File: config.mk
export PLATFORM = sky130hd
export DESIGN_NAME = can_bittime_gen
export DESIGN_NICKNAME = d
export VERILOG_FILES = /design/src/rtl/can_bt_pkg.sv /design/src/rtl/can_bt_prescale.sv /design/src/rtl/can_bt_rxedge.sv /design/src/rtl/can_bt_seqr.sv /design/src/rtl/can_bittime_gen.sv
export SDC_FILE = /design/constraint.sdc
export NUM_CORES = 1
export LEC_CHECK = 0
export ABC_CLOCK_PERIOD_IN_PS = 16500
export BUFFER_PORTS_ARGS = -buffer_cell sky130_fd_sc_hd__buf_2
export CORE_ASPECT_RATIO = 0.7
export CORE_MARGIN = 2
export CORE_UTILIZATION = 46
export DETAILED_ROUTE_END_ITERATION = 8
export PLACE_DENSITY_LB_ADDON = 0.08
export SETUP_SLACK_MARGIN = 0.3
export SLEW_MARGIN = 20
export SYNTH_ARGS = -nofsm -noshare
export SYNTH_HDL_FRONTEND = slang
export SYNTH_SLANG_ARGS = --single-unit
File: constraint.sdc
create_clock -name clk -period 16.5 [get_ports clk]
set_input_delay 4.125 -clock clk [delete_from_list [all_inputs] [get_ports clk]]
set_output_delay 4.125 -clock clk [all_outputs]
set_load 0.01 [all_outputs]
File: src/rtl/can_bt_pkg.sv
package can_bt_pkg;
  typedef enum logic [1:0] {
    SEG_SYNC = 2'd0,
    SEG_PH1  = 2'd1,
    SEG_PH2  = 2'd2
  } seg_st_t;
endpackage

File: src/rtl/can_bt_prescale.sv
module can_bt_prescale #(
  parameter int W = 8
) (
  input  logic         clk,
  input  logic         rst_n,
  input  logic         en,
  input  logic [W-1:0] div_m1,
  output logic         tick
);
  logic [W-1:0] cnt_q, cnt_d;

  assign tick = en && (cnt_q >= div_m1);

  always_comb begin
    cnt_d = cnt_q;
    if (!en)       cnt_d = '0;
    else if (tick) cnt_d = '0;
    else           cnt_d = cnt_q + W'(1);
  end

  always_ff @(posedge clk or negedge rst_n) begin
    if (!rst_n) cnt_q <= '0;
    else        cnt_q <= cnt_d;
  end
endmodule

File: src/rtl/can_bt_rxedge.sv
module can_bt_rxedge #(
  parameter int STAGES = 0
) (
  input  logic clk,
  input  logic rst_n,
  input  logic en,
  input  logic rx,
  output logic fall
);
  logic rx_s;
  logic prev_q;

  generate
    if (STAGES == 0) begin : g_direct
      assign rx_s = rx;
    end else begin : g_sync
      logic [STAGES-1:0] sh_q;
      always_ff @(posedge clk or negedge rst_n) begin
        if (!rst_n) sh_q <= '1;
        else begin
          sh_q[0] <= rx;
          for (int i = 1; i < STAGES; i++) sh_q[i] <= sh_q[i-1];
        end
      end
      assign rx_s = sh_q[STAGES-1];
    end
  endgenerate

  always_ff @(posedge clk or negedge rst_n) begin
    if (!rst_n) prev_q <= 1'b1;
    else        prev_q <= rx_s;
  end

  assign fall = en && prev_q && !rx_s;
endmodule

File: src/rtl/can_bt_seqr.sv
module can_bt_seqr import can_bt_pkg::*; #(
  parameter int CW = 8
) (
  input  logic          clk,
  input  logic          rst_n,
  input  logic          en,
  input  logic          tick,
  input  logic          fall,
  input  logic [CW-1:0] ph1_len,
  input  logic [CW-1:0] ph2_len,
  input  logic [CW-1:0] jump_len,
  output logic          sample_pt,
  output logic          bit_end
);
  seg_st_t       st_q, st_d;
  logic [CW-1:0] cnt_q, cnt_d;
  logic [CW-1:0] l1_q, l1_d;
  logic [CW-1:0] l2_q, l2_d;
  logic          used_q, used_d;

  logic          edge_ok;
  logic [CW-1:0] late_ext;
  logic [CW-1:0] rem2;
  logic [CW-1:0] l1_eff;
  logic [CW-1:0] l2_eff;

  // limits as seen this cycle, including a resync edge arriving now
  always_comb begin
    edge_ok  = fall && !used_q && (st_q != SEG_SYNC);
    late_ext = (cnt_q < jump_len) ? cnt_q : jump_len;
    rem2     = l2_q - cnt_q;
    l1_eff   = l1_q;
    l2_eff   = l2_q;
    if (edge_ok && (st_q == SEG_PH1)) l1_eff = l1_q + late_ext;
    if (edge_ok && (st_q == SEG_PH2)) l2_eff = (rem2 <= jump_len) ? cnt_q : (l2_q - jump_len);
  end

  assign sample_pt = en && tick && (st_q == SEG_PH1) && (cnt_q == l1_eff);
  assign bit_end   = en && tick && (st_q == SEG_PH2) && (cnt_q == l2_eff);

  always_comb begin
    st_d   = st_q;
    cnt_d  = cnt_q;
    l1_d   = l1_q;
    l2_d   = l2_q;
    used_d = used_q;
    if (!en) begin
      st_d   = SEG_SYNC;
      cnt_d  = '0;
      used_d = 1'b0;
    end else begin
      if (edge_ok) begin
        used_d = 1'b1;
        l1_d   = l1_eff;
        l2_d   = l2_eff;
      end
      if (tick) begin
        unique case (st_q)
          SEG_SYNC: begin
            st_d  = SEG_PH1;
            cnt_d = CW'(1);
            l1_d  = ph1_len;
            l2_d  = ph2_len;
          end
          SEG_PH1: begin
            if (cnt_q == l1_eff) begin
              st_d  = SEG_PH2;
              cnt_d = CW'(1);
            end else begin
              cnt_d = cnt_q + CW'(1);
            end
          end
          SEG_PH2: begin
            if (cnt_q == l2_eff) begin
              st_d   = SEG_SYNC;
              cnt_d  = '0;
              used_d = 1'b0;
            end else begin
              cnt_d = cnt_q + CW'(1);
            end
          end
          default: begin
            st_d  = SEG_SYNC;
            cnt_d = '0;
          end
        endcase
      end
    end
  end

  always_ff @(posedge clk or negedge rst_n) begin
    if (!rst_n) begin
      st_q   <= SEG_SYNC;
      cnt_q  <= '0;
      l1_q   <= '0;
      l2_q   <= '0;
      used_q <= 1'b0;
    end else begin
      st_q   <= st_d;
      cnt_q  <= cnt_d;
      l1_q   <= l1_d;
      l2_q   <= l2_d;
      used_q <= used_d;
    end
  end
endmodule

File: src/rtl/can_bittime_gen.sv
module can_bittime_gen #(
  parameter int NPRE_W  = 8,
  parameter int NPH1_W  = 6,
  parameter int NPH2_W  = 4,
  parameter int NJMP_W  = 4,
  parameter int DPRE_W  = 8,
  parameter int DPH1_W  = 4,
  parameter int DPH2_W  = 3,
  parameter int DJMP_W  = 3,
  parameter int RX_SYNC = 0
) (
  input  logic              clk,
  input  logic              rst_n,
  input  logic              enable,
  input  logic              fast_sel,
  input  logic [NPRE_W-1:0] nom_presc,
  input  logic [NPH1_W-1:0] nom_ph1,
  input  logic [NPH2_W-1:0] nom_ph2,
  input  logic [NJMP_W-1:0] nom_jump,
  input  logic [DPRE_W-1:0] dat_presc,
  input  logic [DPH1_W-1:0] dat_ph1,
  input  logic [DPH2_W-1:0] dat_ph2,
  input  logic [DJMP_W-1:0] dat_jump,
  input  logic              rx,
  output logic              tq_tick,
  output logic              sample_pt,
  output logic              bit_end,
  output logic              fast_active
);
  localparam int PRE_W = (NPRE_W > DPRE_W) ? NPRE_W : DPRE_W;
  localparam int PH1_W = (NPH1_W > DPH1_W) ? NPH1_W : DPH1_W;
  localparam int CW    = PH1_W + 2;

  logic             fast_q, fast_d;
  logic [PRE_W-1:0] cur_presc;
  logic [CW-1:0]    cur_ph1, cur_ph2, cur_jump;
  logic             fall;

  always_comb begin
    if (fast_q) begin
      cur_presc = PRE_W'(dat_presc);
      cur_ph1   = CW'(dat_ph1)  + CW'(1);
      cur_ph2   = CW'(dat_ph2)  + CW'(1);
      cur_jump  = CW'(dat_jump) + CW'(1);
    end else begin
      cur_presc = PRE_W'(nom_presc);
      cur_ph1   = CW'(nom_ph1)  + CW'(1);
      cur_ph2   = CW'(nom_ph2)  + CW'(1);
      cur_jump  = CW'(nom_jump) + CW'(1);
    end
  end

  always_comb begin
    fast_d = fast_q;
    if (!enable)      fast_d = 1'b0;
    else if (bit_end) fast_d = fast_sel;
  end

  always_ff @(posedge clk or negedge rst_n) begin
    if (!rst_n) fast_q <= 1'b0;
    else        fast_q <= fast_d;
  end

  assign fast_active = fast_q;

  can_bt_prescale #(.W(PRE_W)) u_presc (
    .clk    (clk),
    .rst_n  (rst_n),
    .en     (enable),
    .div_m1 (cur_presc),
    .tick   (tq_tick)
  );

  can_bt_rxedge #(.STAGES(RX_SYNC)) u_edge (
    .clk   (clk),
    .rst_n (rst_n),
    .en    (enable),
    .rx    (rx),
    .fall  (fall)
  );

  can_bt_seqr #(.CW(CW)) u_seqr (
    .clk       (clk),
    .rst_n     (rst_n),
    .en        (enable),
    .tick      (tq_tick),
    .fall      (fall),
    .ph1_len   (cur_ph1),
    .ph2_len   (cur_ph2),
    .jump_len  (cur_jump),
    .sample_pt (sample_pt),
    .bit_end   (bit_end)
  );
endmodule

* After elaboration in Yosys (flattened, before gate mapping)
Cells that the tools add are included. W data, S select, Z words.
Word-level totals: memories 0, bits in read-only memories 0, logic and storage cells 80, memory bits (writable) 0, bits in latches 0, output and inout bits 4, input port bits 45, flip-flop bits (word level) 37
Operators by class: bitwise operators 0, add/sub/neg operators 11, shift operators 0, multiply operators 0, reductions and logical operators 17, mux-type cells 33, $lt $le $gt $ge 3, divide/modulo/power cells 0, eq/ne operators 8
Operators by type and width (number):
- $mux W8 | 17
- $pmux W8 S3 | 1
- $add A8 B1 Y8 const B | 2
- $eq A8 B8 Y1 | 2
- $add A4 B1 Y5 const B | 3
- $logic_and A1 B1 Y1 | 12
- $mux W5 | 2
- $add A3 B1 Y4 const B | 2
- $add A8 B8 Y8 | 1
- $ge A8 B8 Y1 | 1
- $le A8 B5 Y1 | 1
- $lt A8 B5 Y1 | 1
- $mux W2 | 4
- $sub A8 B5 Y8 | 1
- $sub A8 B8 Y8 | 1
- $add A6 B1 Y7 const B | 1
- $mux W1 | 7
- $mux W7 | 1
- $ne A3 B3 Y1 const B | 2
- $pmux W2 S3 | 1
- $ne A2 B1 Y1 const B | 2
- $reduce_and A3 Y1 | 1
- $eq A2 B1 Y1 const B | 1
- $eq A2 B2 Y1 const B | 1
- other kinds (3) | 4

* Longest topological paths before layout
depth in word-level cells 11, gate-level depth with buffers 23, gate-level depth less buffers 23

* Hierarchy
A second synthesis with hierarchy kept.
Second synthesis, totals: cell total of the unflattened synthesis 571, area total of the unflattened synthesis 4767.1 sq um
By module, submodules not included:
- can_bt_seqr | cells an instance 444, sequential area each 675.6 sq um, area each 3598.5 sq um, times used 1
- can_bt_prescale | cells an instance 59, sequential area each 200.2 sq um, area each 576.8 sq um, times used 1
- can_bittime_gen | cells an instance 66, sequential area each 25.0 sq um, area each 556.8 sq um, times used 1
- can_bt_rxedge | cells an instance 2, sequential area each 26.3 sq um, area each 35.0 sq um, times used 1

* Worst setup path before layout
OpenSTA, ideal clock, no wires.
kind input-to-output, start input dat_jump[0], end output sample_pt, arrival 8115 ps, cell stages on the path 20, required time 12375 ps, slack 4260 ps, buffers on the path 0, cells stage by stage ha_1 > mux2_2 > inv_1 > ha_1 > a21oi_1 > nor2b_1 > o21a_1 > o21ai_0 > nand2_1 > o21ai_0 > ha_1 > inv_1 > fa_1 > nor2b_1 > o31a_1 > a311oi_1 > or3_1 > a2111oi_4 > o211ai_2 > nor4_1
On the way: cells in the longest elaborated chain, start to end 8
RTL lines:
- from (decl) | RTL line can_bittime_gen.sv:23 | input logic [DJMP_W-1:0] dat_jump,
- $add A3 B1 Y4 * | RTL line can_bittime_gen.sv:44 | cur_jump = CW'(dat_jump) + CW'(1);
- $mux W5 * | RTL line can_bittime_gen.sv:40 | if (fast_q) begin
- $lt A8 B5 Y1 | RTL line can_bt_seqr.sv:30 | late_ext = (cnt_q < jump_len) ? cnt_q : jump_len;
- $mux W8 * | RTL line can_bt_seqr.sv:30
- $add A8 B8 Y8 * | RTL line can_bt_seqr.sv:34 | if (edge_ok && (st_q == SEG_PH1)) l1_eff = l1_q + late_ext;
- $mux W8 * | RTL line can_bt_seqr.sv:34
- $eq A8 B8 Y1 * | RTL line can_bt_seqr.sv:38 | assign sample_pt = en && tick && (st_q == SEG_PH1) && (cnt_q == l1_eff);
- $logic_and A1 B1 Y1 * | RTL line can_bt_seqr.sv:38
- to (decl) | RTL line can_bittime_gen.sv:26 | output logic sample_pt,
Every way passes the cells marked *; elsewhere a longest branch is shown, timed or not.

* Worst setup path in the final report
start input nom_jump[0], end output sample_pt
On the way: cells in the longest elaborated chain, start to end 8
RTL lines:
- from (decl) | RTL line can_bittime_gen.sv:19 | input logic [NJMP_W-1:0] nom_jump,
- $add A4 B1 Y5 * | RTL line can_bittime_gen.sv:49 | cur_jump = CW'(nom_jump) + CW'(1);
- $mux W5 * | RTL line can_bittime_gen.sv:40
- $lt A8 B5 Y1 | RTL line can_bt_seqr.sv:30
- $mux W8 * | RTL line can_bt_seqr.sv:30
- $add A8 B8 Y8 * | RTL line can_bt_seqr.sv:34
- $mux W8 * | RTL line can_bt_seqr.sv:34
- $eq A8 B8 Y1 * | RTL line can_bt_seqr.sv:38
- $logic_and A1 B1 Y1 * | RTL line can_bt_seqr.sv:38
Marks and branches as above.

==> key figures <==
Run status
  • Outcome: complete, no violations

Logic synthesis
  • Yosys top cell area share: 21.6%
  • Most frequent cell after synthesis: ha_1
  • Most common library cells after synthesis: ha_1, nor2_1, dfrtp_1
  • Top post-synthesis cells by area: dfrtp_1, ha_1, xor2_1
  • Sequential area share after synthesis: 22.3%
  • Yosys warning total: 0
  • Mapped cell area: 4170 um2
  • EDFF count, synth: 0
  • Count of different cell masters after synthesis: 71
  • Cell taking the most area after synthesis: dfrtp_1
  • Syn Inst Count: 498
  • Top_reg_cell synth: dfrtp_1
  • Post-synth ARST share: 100%
  • Mean post-synth cell area: 8.36 um2
  • Flops & latches, synth: 37

Global routing
  • Initial antenna violation count: 0
  • Global-route wire length before repair: 19500 um
  • Met1 Use GR: 39.5%
  • Global route total overflow: 0
  • Vias in the first global route: 3670
  • Most Crowded Layer GR: met1
  • Grt met3 use: 4.23%
  • Gr usage total: 24.8%
  • Met2 Use GR: 34.2%
  • Largest net degree at the start of global routing: 38

Clock network
  • Clock Path Buffers: 2
  • Root Driver: clkbuf_16
  • CTS H-Tree Depth: 2
  • Cts repair resizes: 0
  • Clock Sinks: 37
  • CTS tree: built
  • Worst skew pair latency: 0.29 ns
  • Setup Buffers After CTS: 0
  • Reg clk slew, reported paths: 0.06 ns
  • Total CTS buffers: 5
  • Hold_buf cts: 0

Floorplan
  • Die Y: 83.6 um
  • Die W: 118 um
  • Area of the core: 8930 um2
  • Die footprint: 9840 um2
  • I/O pin cnt: 49
  • Starting Density: 46.7%
  • Cell Rows: 29

Critical path
  • Sum of buffers and inverters on the critical path: 3
  • Worst Setup SP: nom_jump[0]
  • Setup CP Type: in2out
  • Most used cell, CP: ha_1
  • Crit-path leading delay family: compound AO/OA/AOI/OAI gates
  • Element type at the critical path end: output pin
  • CP arrival: 9.02 ns
  • Crit path max fanout: 8
  • Worst path max stage delay: 0.40 ns
  • Reg-to-reg critical path startpoint: fast_active$_DFFE_PN0P_
  • Cell Chain, Critical Path: buf_2, ha_1, xnor2_1, nor2_1, a21oi_1, ha_1, nor2b_1, o21a_1, o21ai_0, nand2_1, o21ai_0, ha_1, inv_1, fa_1, nor2b_1, o31a_1, a311oi_1, or3_1, a2111oi_4, o211ai_2, nor4_1, buf_2
  • CP max stage cell: fa_1
  • Req. time, crit path: 12.38 ns
  • Worst setup SP type: input port

Timing
  • Final setup TNS: 0 ns
  • Setup violators final: 0
  • Max Clk Rate: 76.1 MHz
  • Slew at the pin with the worst max-slew slack: 0.909 ns
  • Tmin final: 13.14 ns
  • Max Slew Vio Count: 0
  • Final setup skew: 0.00736 ns
  • Worst hold slack: 0.514 ns
  • Final Hold Viols: 0
  • Final period util: 79.6%
  • Slew Limit Headroom: 39.4%
  • RSZ-0062 raised after global routing: false

Power
  • Psw: 161 uW
  • Maximum vdd ir drop: 0.0488 mV
  • Leakage: 0.00208 uW
  • Part of the power in registers: 28.4%
  • Power Internal: 237 uW
  • P per Cell Area: 85.6 nW/um2
  • Switching portion of total power: 40.4%
  • Comb pwr share: 47.2%
  • Tot Pwr: 398 uW
  • Clock power share: 24.4%

Route
  • Routed Antenna Nets: 0
  • DR vias: 3894
  • DRC: 0
  • Drt pass-1 iters: 5
  • Starting DRT DRC Count: 305
  • Drt via density: 5.87
  • Post-Route WL: 11700 um
  • DR WL/cell: 17.6 um

Layout
  • Area added between synthesis and finish: 11.7%
  • Final non-filler cell total: 663
  • Share of layout cells above drive strength 1: 14.5%
  • # nets final: 630
  • Antenna diode count: 0

Min path
  • Hold Crit Class: reg2reg
  • Critical hold path startpoint: u_seqr.l1_q[7]$_DFFE_PN0P_

Placement
  • GP Congestion: 0.894
  • Buffers on Ports: 48
  • Placed insts: 655
  • DPL Wire Length: 9160 um

Flow run
  • Max-Cap Viols: 0
-- cell type report --
| class | instances | area (um2) |
|---|---|---|
| timing repair buffer | 52 | 270 |
| multi-input combinational | 412 | 3050 |
| clock inverter | 2 | 10.0 |
| sequential | 37 | 927 |
| fill | 884 | 4270 |
| inverter | 30 | 113 |
| clock buffer | 6 | 129 |
| tap | 124 | 155 |
-- cells by family after synthesis --
logic type | after synthesis | synth area share [%]
buf+inv | 50 | 4.66
simple gates | 168 | 20.9
flops | 37 | 22.3
mux | 20 | 4.90
other cells | 1 | 0.0900
xor+xnor | 49 | 10.3
compound gates | 126 | 22.2
fa+ha+maj | 47 | 14.7
-- worst register-to-register path, stage by stage (launching register included) --
cell and delay (ns):
dfrtp_1 0.61, mux2_2 0.43, inv_1 0.16, ha_1 0.26
a21oi_1 0.12, nor2b_1 0.06, o21a_1 0.17, o21ai_0 0.16
nand2_1 0.21, o21ai_0 0.26, ha_1 0.23, inv_1 0.06
fa_1 0.40, nor2b_1 0.16, o31a_1 0.22, a311oi_1 0.10
or3_1 0.38, a2111oi_4 0.38, o211ai_2 0.24, a22oi_4 0.41
nor3_1 0.10, a211o_1 0.28
-- per-layer routing --
metal,vias up,share of wire (%)
li1,1908,-
met5,-,0
met1,1865,53
met3,12,6.4
met2,109,39
met4,0,1.1
-- cells in the final DEF, fill, tap and decap left out, drive strengths merged, types with 3 or more instances in the layout --
| cell type | instances |
|---|---|
| nand2b | 9 |
| a21oi | 23 |
| inv | 30 |
| a22oi | 5 |
| nand2 | 28 |
| buf | 52 |
| fa | 3 |
| xor2 | 26 |
| o31ai | 5 |
| a211oi | 8 |
| nand3 | 25 |
| dfrtp | 36 |
| a21o | 4 |
| a22o | 3 |
| ha | 44 |
| nor2 | 40 |
| or3 | 4 |
| o211ai | 5 |
| nand4 | 3 |
| nor3 | 23 |
| and3 | 5 |
| clkbuf | 6 |
| o21ai | 32 |
| xnor2 | 23 |
| nor2b | 8 |
| mux2i | 17 |
| o31a | 3 |
| a311oi | 3 |
| a221oi | 4 |
| a221o | 3 |
| nor3b | 3 |
| a41oi | 3 |
| a211o | 3 |
| mux2 | 3 |
| and2 | 5 |
| nor4 | 7 |
-- metrics by stage --
step / setup WS, ns / util (%) / area [um2]
6_report: 3.36 / 52.1 / 4650
3_3_place_gp: 3.67 / 50.6 / 4510
4_1_cts: 3.46 / 52.1 / 4650
5_1_grt: 3.04 / 52.1 / 4650
3_5_place_dp: 3.50 / 50.6 / 4510
2_1_floorplan: 4.26 / - / 4170
-- power groups by stage --
stage | combinational [uW] | sequential [uW] | clock [uW]
floorplan | 141 | 109 | 0
global placement | 180 | 115 | 0
detailed placement | 184 | 114 | 0
CTS | 185 | 113 | 97.4
global route | 211 | 114 | 102
finish | 188 | 113 | 97.1
-- registers in the layout, summed over array words and instances (netlist names) --
register	flops
u_edge.prev_q	1
u_seqr.st_q	2
u_seqr.cnt_q	8
u_seqr.l1_q	8
u_seqr.used_q	1
fast_active	1
u_seqr.l2_q	8
u_presc.cnt_q	8
-- path summary, 6_finish.rpt --
path                                                    end  slack (ns)  cells past startpoint
worst min register to register   u_seqr.l1_q[7]$_DFFE_PN0P_        0.51                      1
worst min-delay path             u_seqr.l1_q[7]$_DFFE_PN0P_        0.51                      1
min in group asynchronous        u_seqr.l2_q[7]$_DFFE_PN0P_        3.97                      1
max in group asynchronous        u_presc.cnt_q[3]$_DFF_PN0_       11.96                      1
worst max register to register  u_seqr.cnt_q[5]$_DFFE_PN0P_       10.98                     21
worst max-delay path                              sample_pt        3.36                     22
Note: power is estimated with default switching activity, not from simulation.
